===== config.mk =====
export PLATFORM = sky130hd
export DESIGN_NAME = sat_updown_field
export DESIGN_NICKNAME = d
export VERILOG_FILES = /design/src/rtl/cnt_field_pkg.sv /design/src/rtl/cnt_step_src.sv /design/src/rtl/cnt_next_calc.sv /design/src/rtl/cnt_bit_gate.sv /design/src/rtl/sat_updown_field.sv
export SDC_FILE = /design/constraint.sdc
export NUM_CORES = 1
export LEC_CHECK = 0
export ABC_CLOCK_PERIOD_IN_PS = 5600
export BUFFER_PORTS_ARGS = -buffer_cell sky130_fd_sc_hd__buf_4
export CAP_MARGIN = 15
export CORE_MARGIN = 2
export CORE_UTILIZATION = 36
export CTS_CLUSTER_SIZE = 40
export DETAILED_ROUTE_END_ITERATION = 10
export HOLD_SLACK_MARGIN = 0.02
export PLACE_DENSITY = 0.6
export SYNTH_ARGS = -nofsm -noshare
export SYNTH_HDL_FRONTEND = slang
export SYNTH_SLANG_ARGS = --single-unit
export TNS_END_PERCENT = 1

===== constraint.sdc =====
create_clock -name clk -period 5.6 [get_ports clk]
set_input_delay 0.84 -clock clk [delete_from_list [all_inputs] [get_ports clk]]
set_output_delay 0.84 -clock clk [all_outputs]
set_load 0.01 [all_outputs]

===== src/rtl/cnt_field_pkg.sv =====
package cnt_field_pkg;

  // Setting codes shared by the saturation, threshold and step parameters
  localparam int CNT_OFF  = -2;  // feature disabled
  localparam int CNT_FLAG = -1;  // enabled with its implied default value
  localparam int CNT_PORT = -1;  // step taken from the runtime port

  typedef struct packed {
    logic ovf;
    logic unf;
  } cnt_evt_t;

endpackage


===== src/rtl/cnt_step_src.sv =====
module cnt_step_src
  import cnt_field_pkg::*;
#(
  parameter int W    = 8,
  parameter int STEP = 1,
  parameter int PW   = 1
) (
  input  logic          req_i,
  input  logic [PW-1:0] port_val_i,
  output logic [W-1:0]  amt_o
);

  generate
    if (STEP == CNT_PORT) begin : g_port
      always_comb begin
        amt_o = '0;
        if (req_i) amt_o = W'(port_val_i);
      end
    end else begin : g_const
      localparam logic [W-1:0] K = W'(STEP);
      logic unused_step_bits;
      assign unused_step_bits = ^port_val_i;
      always_comb begin
        amt_o = '0;
        if (req_i) amt_o = K;
      end
    end
  endgenerate

endmodule


===== src/rtl/cnt_next_calc.sv =====
module cnt_next_calc
  import cnt_field_pkg::*;
#(
  parameter int W         = 8,
  parameter int OVF_PT    = 255,
  parameter int UNF_PT    = 0,
  parameter bit INC_CLAMP = 1'b0,
  parameter bit DEC_CLAMP = 1'b0
) (
  input  logic [W-1:0] q_i,
  input  logic [W-1:0] inc_amt_i,
  input  logic [W-1:0] dec_amt_i,
  input  logic         incr_i,
  input  logic         decr_i,
  output logic [W-1:0] cand_o,
  output cnt_evt_t     evt_o
);

  localparam int EXT_W = W + 2;
  localparam logic signed [EXT_W-1:0] OVF_S = EXT_W'(OVF_PT);
  localparam logic signed [EXT_W-1:0] UNF_S = EXT_W'(UNF_PT);
  localparam logic [W-1:0] OVF_V = W'(OVF_PT);
  localparam logic [W-1:0] UNF_V = W'(UNF_PT);

  // Net move in two guard bits so both crossings are visible
  logic signed [EXT_W-1:0] sum;
  assign sum = $signed({2'b00, q_i}) + $signed({2'b00, inc_amt_i})
             - $signed({2'b00, dec_amt_i});

  always_comb begin
    evt_o.ovf = incr_i && (sum > OVF_S);
    evt_o.unf = decr_i && (sum < UNF_S);
    cand_o    = sum[W-1:0];
    if (evt_o.ovf && INC_CLAMP)      cand_o = OVF_V;
    else if (evt_o.unf && DEC_CLAMP) cand_o = UNF_V;
  end

endmodule


===== src/rtl/cnt_bit_gate.sv =====
module cnt_bit_gate #(
  parameter int W        = 8,
  parameter bit MASK_POL = 1'b0
) (
  input  logic [W-1:0] q_i,
  input  logic [W-1:0] cand_i,
  input  logic [W-1:0] gate_i,
  output logic [W-1:0] nxt_o,
  output logic [W-1:0] live_o
);

  generate
    for (genvar b = 0; b < W; b++) begin : g_bit
      if (MASK_POL) begin : g_mask
        assign live_o[b] = ~gate_i[b];
      end else begin : g_en
        assign live_o[b] = gate_i[b];
      end
      assign nxt_o[b] = live_o[b] ? cand_i[b] : q_i[b];
    end
  endgenerate

endmodule


===== src/rtl/sat_updown_field.sv =====
module sat_updown_field
  import cnt_field_pkg::*;
#(
  parameter int WIDTH        = 8,
  parameter int INC_STEP     = 1,
  parameter int INC_W        = 1,
  parameter int DEC_STEP     = 1,
  parameter int DEC_W        = 1,
  parameter int INC_SAT      = CNT_OFF,
  parameter int DEC_SAT      = CNT_OFF,
  parameter int INC_THR      = CNT_OFF,
  parameter int DEC_THR      = CNT_OFF,
  parameter int RESET_VAL    = 0,
  parameter bit GATE_IS_MASK = 1'b0,
  parameter bit ASYNC_RST    = 1'b1
) (
  input  logic             clk,
  input  logic             rst_n,
  input  logic             incr_i,
  input  logic             decr_i,
  input  logic [INC_W-1:0] inc_step_i,
  input  logic [DEC_W-1:0] dec_step_i,
  input  logic [WIDTH-1:0] hw_gate_i,
  output logic [WIDTH-1:0] count_o,
  output logic             ovf_o,
  output logic             unf_o,
  output logic             thr_hi_o,
  output logic             thr_lo_o
);

  localparam int MAXV      = (1 << WIDTH) - 1;
  localparam int OVF_PT    = (INC_SAT >= 0) ? INC_SAT : MAXV;
  localparam int UNF_PT    = (DEC_SAT >= 0) ? DEC_SAT : 0;
  localparam bit INC_CLAMP = (INC_SAT != CNT_OFF);
  localparam bit DEC_CLAMP = (DEC_SAT != CNT_OFF);
  localparam int HI_THR    = (INC_THR >= 0) ? INC_THR : MAXV;
  localparam int LO_THR    = (DEC_THR >= 0) ? DEC_THR : MAXV;
  localparam logic [WIDTH-1:0] HI_THR_W = WIDTH'(HI_THR);
  localparam logic [WIDTH-1:0] LO_THR_W = WIDTH'(LO_THR);
  localparam logic [WIDTH-1:0] RST_W    = WIDTH'(RESET_VAL);

  // Elaboration-time configuration checks
  generate
    if (INC_STEP == 0 && DEC_STEP == 0) begin : g_bad_steps
      $error("counter field: both step constants are zero");
    end
    if (INC_W > WIDTH || DEC_W > WIDTH) begin : g_bad_port_w
      $error("counter field: step port wider than the count");
    end
    if (UNF_PT > OVF_PT) begin : g_bad_limits
      $error("counter field: lower limit above upper limit");
    end
  endgenerate

  logic [WIDTH-1:0] q, q_d;
  logic             ovf_q, unf_q;
  logic [WIDTH-1:0] inc_amt, dec_amt, cand, live;
  cnt_evt_t         evt;
  logic             upd_en;

  cnt_step_src #(.W(WIDTH), .STEP(INC_STEP), .PW(INC_W)) u_inc_step (
    .req_i(incr_i), .port_val_i(inc_step_i), .amt_o(inc_amt)
  );

  cnt_step_src #(.W(WIDTH), .STEP(DEC_STEP), .PW(DEC_W)) u_dec_step (
    .req_i(decr_i), .port_val_i(dec_step_i), .amt_o(dec_amt)
  );

  cnt_next_calc #(
    .W(WIDTH), .OVF_PT(OVF_PT), .UNF_PT(UNF_PT),
    .INC_CLAMP(INC_CLAMP), .DEC_CLAMP(DEC_CLAMP)
  ) u_calc (
    .q_i(q), .inc_amt_i(inc_amt), .dec_amt_i(dec_amt),
    .incr_i(incr_i), .decr_i(decr_i), .cand_o(cand), .evt_o(evt)
  );

  cnt_bit_gate #(.W(WIDTH), .MASK_POL(GATE_IS_MASK)) u_gate (
    .q_i(q), .cand_i(cand), .gate_i(hw_gate_i), .nxt_o(q_d), .live_o(live)
  );

  assign upd_en = incr_i | decr_i;

  // State registers: the count is clock-enabled by a request, the pulses are not
  generate
    if (ASYNC_RST) begin : g_arst
      always_ff @(posedge clk or negedge rst_n) begin
        if (!rst_n) begin
          q     <= RST_W;
          ovf_q <= 1'b0;
          unf_q <= 1'b0;
        end else begin
          if (upd_en) q <= q_d;
          ovf_q <= evt.ovf;
          unf_q <= evt.unf;
        end
      end
    end else begin : g_srst
      always_ff @(posedge clk) begin
        if (!rst_n) begin
          q     <= RST_W;
          ovf_q <= 1'b0;
          unf_q <= 1'b0;
        end else begin
          if (upd_en) q <= q_d;
          ovf_q <= evt.ovf;
          unf_q <= evt.unf;
        end
      end
    end
  endgenerate

  assign count_o = q;
  assign ovf_o   = ovf_q;
  assign unf_o   = unf_q;

  generate
    if (INC_THR == CNT_OFF) begin : g_hi_off
      assign thr_hi_o = 1'b0;
    end else begin : g_hi_on
      assign thr_hi_o = (q >= HI_THR_W);
    end
    if (DEC_THR == CNT_OFF) begin : g_lo_off
      assign thr_lo_o = 1'b0;
    end else begin : g_lo_on
      assign thr_lo_o = (q <= LO_THR_W);
    end
  endgenerate

  // no request, no movement and no pulse
  a_r3_idle_holds: assert property (@(posedge clk) disable iff (!rst_n)
    (!incr_i && !decr_i) |=> ($stable(q) && !ovf_q && !unf_q));

  // an overflow pulse needs an up request one edge earlier
  a_r5_ovf_needs_incr: assert property (@(posedge clk) disable iff (!rst_n)
    ovf_q |-> $past(incr_i));

  // an underflow pulse needs a down request one edge earlier
  a_r7_unf_needs_decr: assert property (@(posedge clk) disable iff (!rst_n)
    unf_q |-> $past(decr_i));

  // the two pulses are exclusive
  a_r9_no_dual_event: assert property (@(posedge clk) disable iff (!rst_n)
    !(ovf_q && unf_q));

  // a frozen bit keeps its value across the edge
  generate
    for (genvar b = 0; b < WIDTH; b++) begin : g_hold_chk
      a_r11_frozen_bit: assert property (@(posedge clk) disable iff (!rst_n)
        !live[b] |=> (q[b] == $past(q[b])));
    end
  endgenerate

endmodule


Word-level counts from Yosys, hierarchy flattened
Cells that the tools add are included.

Input port bits: 14. Output and inout port bits: 12. Word-level logic and storage cells: 27. Register bits after elaboration: 10.

Add/sub/neg operators: 2. Order comparisons: 2. Reductions and logical operators: 10. Bitwise gates (word level): 1. Muxes and demuxes: 2.

Operator list (count): AND reduction 2 bit (8); > comparator 10 x 9 -> 1 bit (second input constant) (1); < comparator 10 x 1 -> 1 bit (second input constant) (1); subtractor 10 x 2 -> 10 bit (1); adder 8 x 1 -> 9 bit (1); logical AND 1 bit (2); two-way mux 1 bit (2); OR 1 bit (1).

Depth between registers and ports, before layout
Depth in word-level cells: 5. Depth in mapped cells: 9. Gate-level depth less buffers: 9.

Modules after synthesis
From an unflattened synthesis, not the netlist that was laid out.

Cells, all modules: 147. Area total of the unflattened synthesis: 1350.0 sq um.

By module, submodules not included: cnt_next_calc (times used 1, area an instance 671.9 sq um, seq. area each 0.0 sq um, cells each 91); sat_updown_field (times used 1, area an instance 370.4 sq um, seq. area each 250.2 sq um, cells each 22); cnt_bit_gate (times used 1, area an instance 180.2 sq um, seq. area each 0.0 sq um, cells each 16); cnt_step_src (times used 2, area an instance 63.8 sq um, seq. area each 0.0 sq um, cells each 9).

Worst setup path before layout
No wires, ideal clock.

Path kind: in2reg. Start: input incr_i. End: register q[5] (netlist: count_o[5]). Setup time: 0.079 ns. Cell stages on the path: 8. Path slack: 2.946 ns. Required time: 5.521 ns. Arrival time: 2.575 ns. Buffers on the path: 1. Path through: ha_1 -> ha_1 -> buf_6 -> or2_4 -> a211o_1 -> or3_1 -> a21oi_1 -> xor2_1.

Longest elaborated chain between the ends: 3. Elaborated cells on any way between the ends: 5. Classes of those cells: 2 x add/sub; 1 x mux; 1 x bitwise; 1 x reduce/logical.

Ends and longest elaborated chain: from (decl) (line sat_updown_field.sv:19) `input logic incr_i,`; two-way mux 1 bit (line cnt_step_src.sv:25) `if (req_i) amt_o = K;`; adder 8 x 1 -> 9 bit (line cnt_next_calc.sv:27) `assign sum = $signed({2'b00, q_i}) + $signed({2'b00, inc_amt_i})`; subtractor 10 x 2 -> 10 bit (line cnt_next_calc.sv:28) `- $signed({2'b00, dec_amt_i});`; to (signal assigned) (line sat_updown_field.sv:92) `if (upd_en) q <= q_d;`; to (decl) (line sat_updown_field.sv:55) `logic [WIDTH-1:0] q, q_d;`.

Several ways; a longest one is shown, not always the timed one. A chain may end at the register's enable or synchronous reset.

Final worst setup path
Start: input incr_i. End: register q[6] (netlist: count_o[6]).

The elaborated chain is that of the path after synthesis.

==> results.json <==
{
  "netlist_area_pre_place_um2": 771,
  "synth_cells": 90,
  "vias_in_the_first_global_route": 663,
  "result_of_the_run": "finished clean",
  "power.leakage_nw": 0.439,
  "post-cts-setup-buffers": 0,
  "viasPerCell": 5.26,
  "chipHeight_um": 50.3,
  "buffer_ports.inserted": 21,
  "htreeDepth": 1,
  "vias": 716,
  "ioPinCount": 26,
  "synth_top_cell_area_share_pct": 32.5,
  "rows": 16,
  "post_cts_resize_count": 0,
  "ys_seq_elements": 10,
  "power.sequential.fraction_pct": 36.8,
  "synthDominantAreaCellType": "sky130_fd_sc_hd__dfrtp_1",
  "ctsLongestPathBuffers": 2,
  "fin_skew_ps": 0.855,
  "final_period_minus_worst_setup_slack_ps": 2640,
  "setup_violations": 0,
  "nFillCells": 205,
  "hp-class": "in2async",
  "worst_pin_slew_ps": 504,
  "track_usage_pct": 14.9,
  "die_x_um": 50.3,
  "route.antenna.remaining_nets": 0,
  "initial_core_utilization_pct": 38.9,
  "hold_violations": 0,
  "antenna_cells": 0,
  "area_growth_pct": 24.7,
  "global_route_wire_length_before_repair_um": 2850,
  "placedCellCount": 132,
  "cp_max_fanout": 6,
  "capturing_element_type_of_the_critical_path": "flop",
  "tritoncts": "done",
  "die_area_um2": 2530,
  "sequential_cell_area_um2": 250,
  "coreArea_um2": 1980,
  "gpl.final_weighted_congestion": 0.781,
  "routed_wire_length_per_instance_um": 12.9,
  "instances_no_fill": 136,
  "timing.setup.tns_ps": 0,
  "drive_above_1_share_pct": 26.6,
  "detailed_place_hpwl_um": 1300,
  "power_density_nw_per_um2": 404,
  "syn_area_per_cell_um2": 8.56,
  "maxSlewViolCount": 0,
  "timing.max_slew.rel_slack_pct": 66.0,
  "maxCapViolations": 0,
  "detailedRoute.firstPassIterationCount": 4,
  "cts-buffers-inserted": 3,
  "root_buffer": "sky130_fd_sc_hd__clkbuf_4",
  "switching_share_pct": 41.8,
  "commonest_cells_after_routing_fill_and_taps_aside": "sky130_fd_sc_hd__buf_4, sky130_fd_sc_hd__dfrtp_1, sky130_fd_sc_hd__nand2_1, sky130_fd_sc_hd__o21ai_0",
  "worst_ir_drop_vdd_mv": 0.310,
  "critical_path.startpoint_type": "input port",
  "path_clk_slew_ps": 80,
  "yosys_warnings": 0,
  "final_global_route_overflow_total": 0,
  "rsz0062_at_grt": "no",
  "drtIter0Drc": 16,
  "synth_top_cells_by_area": "sky130_fd_sc_hd__dfrtp_1, sky130_fd_sc_hd__ha_1, sky130_fd_sc_hd__xnor2_1",
  "cell_internal_pwr_w": 0.000226,
  "timing.setup.critical_path_class": "in2reg",
  "multi_input_area_um2": 472,
  "detail_route.drc_violations": 0,
  "comb_power_share_pct": 45.5,
  "period_share_pct": 47.1,
  "worstSkewPairLatency_ps": 270,
  "hold_buffers": 0,
  "power_switching_w": 0.000162,
  "max_freq_ghz": 0.379,
  "layout.core_utilization_pct": 48.5,
  "timing.critical_path.arrival_ps": 2770,
  "synth-seq-area-share_pct": 32.5,
  "synthDistinctLibCells": 37,
  "clkSinkCount": 10,
  "p_clk_share_pct": 17.7,
  "number_of_antenna_violations_at_the_first_check_in_global_routing": 0,
  "pin_count_of_the_biggest_net_entering_global_routing": 11,
  "crit_required_ps": 5730,
  "mostFrequentLayoutCell": "sky130_fd_sc_hd__buf_4",
  "wirelength_um": 1760,
  "layout.nets": 128
}
[metrics by stage]
step / area (µm²) / power (W) / setup WS [ps] / hold WS, ps
after floorplan: 774 / 0.000254 / 2950 / 544
after global placement: 925 / 0.000316 / 2710 / 554
after detailed placement: 925 / 0.000319 / 2700 / 566
after CTS: 961 / 0.000389 / 2980 / 390
after global routing: 961 / 0.000417 / 2770 / 395
final: 961 / 0.000388 / 2960 / 387
[area by class of cell]
cell class,instances,share of cell area [%]
timing repair buffer,21,16.4
clock buffer,4,3.78
sequential,10,26.0
multi-input combinational,71,49.1
tap,27,3.52
inverter,3,1.17
[metal layers]
metal	track usage [%]	up-vias	share of wire [%]
li1	-	363	-
met2	22.8	21	47
met1	19.6	330	47
met5	0	-	0
met4	6.48	0	0.91
met3	3.87	2	5.3
[sequential cells by signal, summed over array words and instances (netlist names)]
name,cells
unf_o,1
ovf_o,1
count_o,8
[cell usage after synthesis, drive strengths merged]
library cell,n
a211o,1
a21o,1
a21oi,4
a2bb2oi,1
a31oi,1
a32o,1
and2,1
and3,2
and4,2
buf,3
clkbuf,4
conb,1
dfrtp,10
ha,4
inv,3
mux2i,1
nand2,9
nand3,4
nand4,2
nor2,4
nor3,4
nor3b,2
o2111a,1
o211ai,2
o21a,1
o21ai,6
o311ai,2
o32ai,1
or2,3
or3,1
xnor2,4
xor2,4
[worst max-delay path, cell delays in order]
cell,delay [ps]
sky130_fd_sc_hd__buf_4,120
sky130_fd_sc_hd__ha_1,260
sky130_fd_sc_hd__ha_1,320
sky130_fd_sc_hd__inv_1,60
sky130_fd_sc_hd__ha_1,260
sky130_fd_sc_hd__nand3_1,100
sky130_fd_sc_hd__o311ai_0,460
sky130_fd_sc_hd__nor3_1,90
sky130_fd_sc_hd__a21oi_1,130
sky130_fd_sc_hd__o311ai_0,120
[logic make-up (layout without fill, tap and decap cells)]
| logic type | after synthesis | after routing | share of synthesized area, % |
|---|---|---|---|
| other cells | 1 | 2 | 0.487 |
| compound gates | 22 | 22 | 19.6 |
| buf+inv | 10 | 28 | 6.82 |
| xor+xnor | 8 | 8 | 9.09 |
| mux | 1 | 1 | 1.30 |
| flops | 10 | 10 | 32.5 |
| simple gates | 34 | 34 | 23.7 |
| fa+ha+maj | 4 | 4 | 6.49 |
[worst paths after layout]
check,start,end,slack (ps),cells past startpoint
hold reg to reg,count_o[7]$_DFFE_PN0P_,count_o[7]$_DFFE_PN0P_,580,1
hold / removal,rst_n,count_o[4]$_DFFE_PN0P_,390,1
setup / recovery,incr_i,count_o[6]$_DFFE_PN0P_,2960,10
setup reg to reg,count_o[0]$_DFFE_PN0P_,count_o[6]$_DFFE_PN0P_,3250,9
max in group asynchronous,rst_n,count_o[5]$_DFFE_PN0P_,5060,1
min in group clk,count_o[7]$_DFFE_PN0P_,count_o[7]$_DFFE_PN0P_,580,1
[power by group through the flow]
stage               logic [W]  clock network, W  registers [W]
floorplan            0.000118                 0       0.000136
global placement     0.000174                 0       0.000142
detailed placement   0.000176                 0       0.000143
CTS                  0.000177         0.0000698       0.000142
global route         0.000197         0.0000718       0.000148
finish               0.000176         0.0000687       0.000143
No activity file was read; power rests on OpenSTA's default activity.
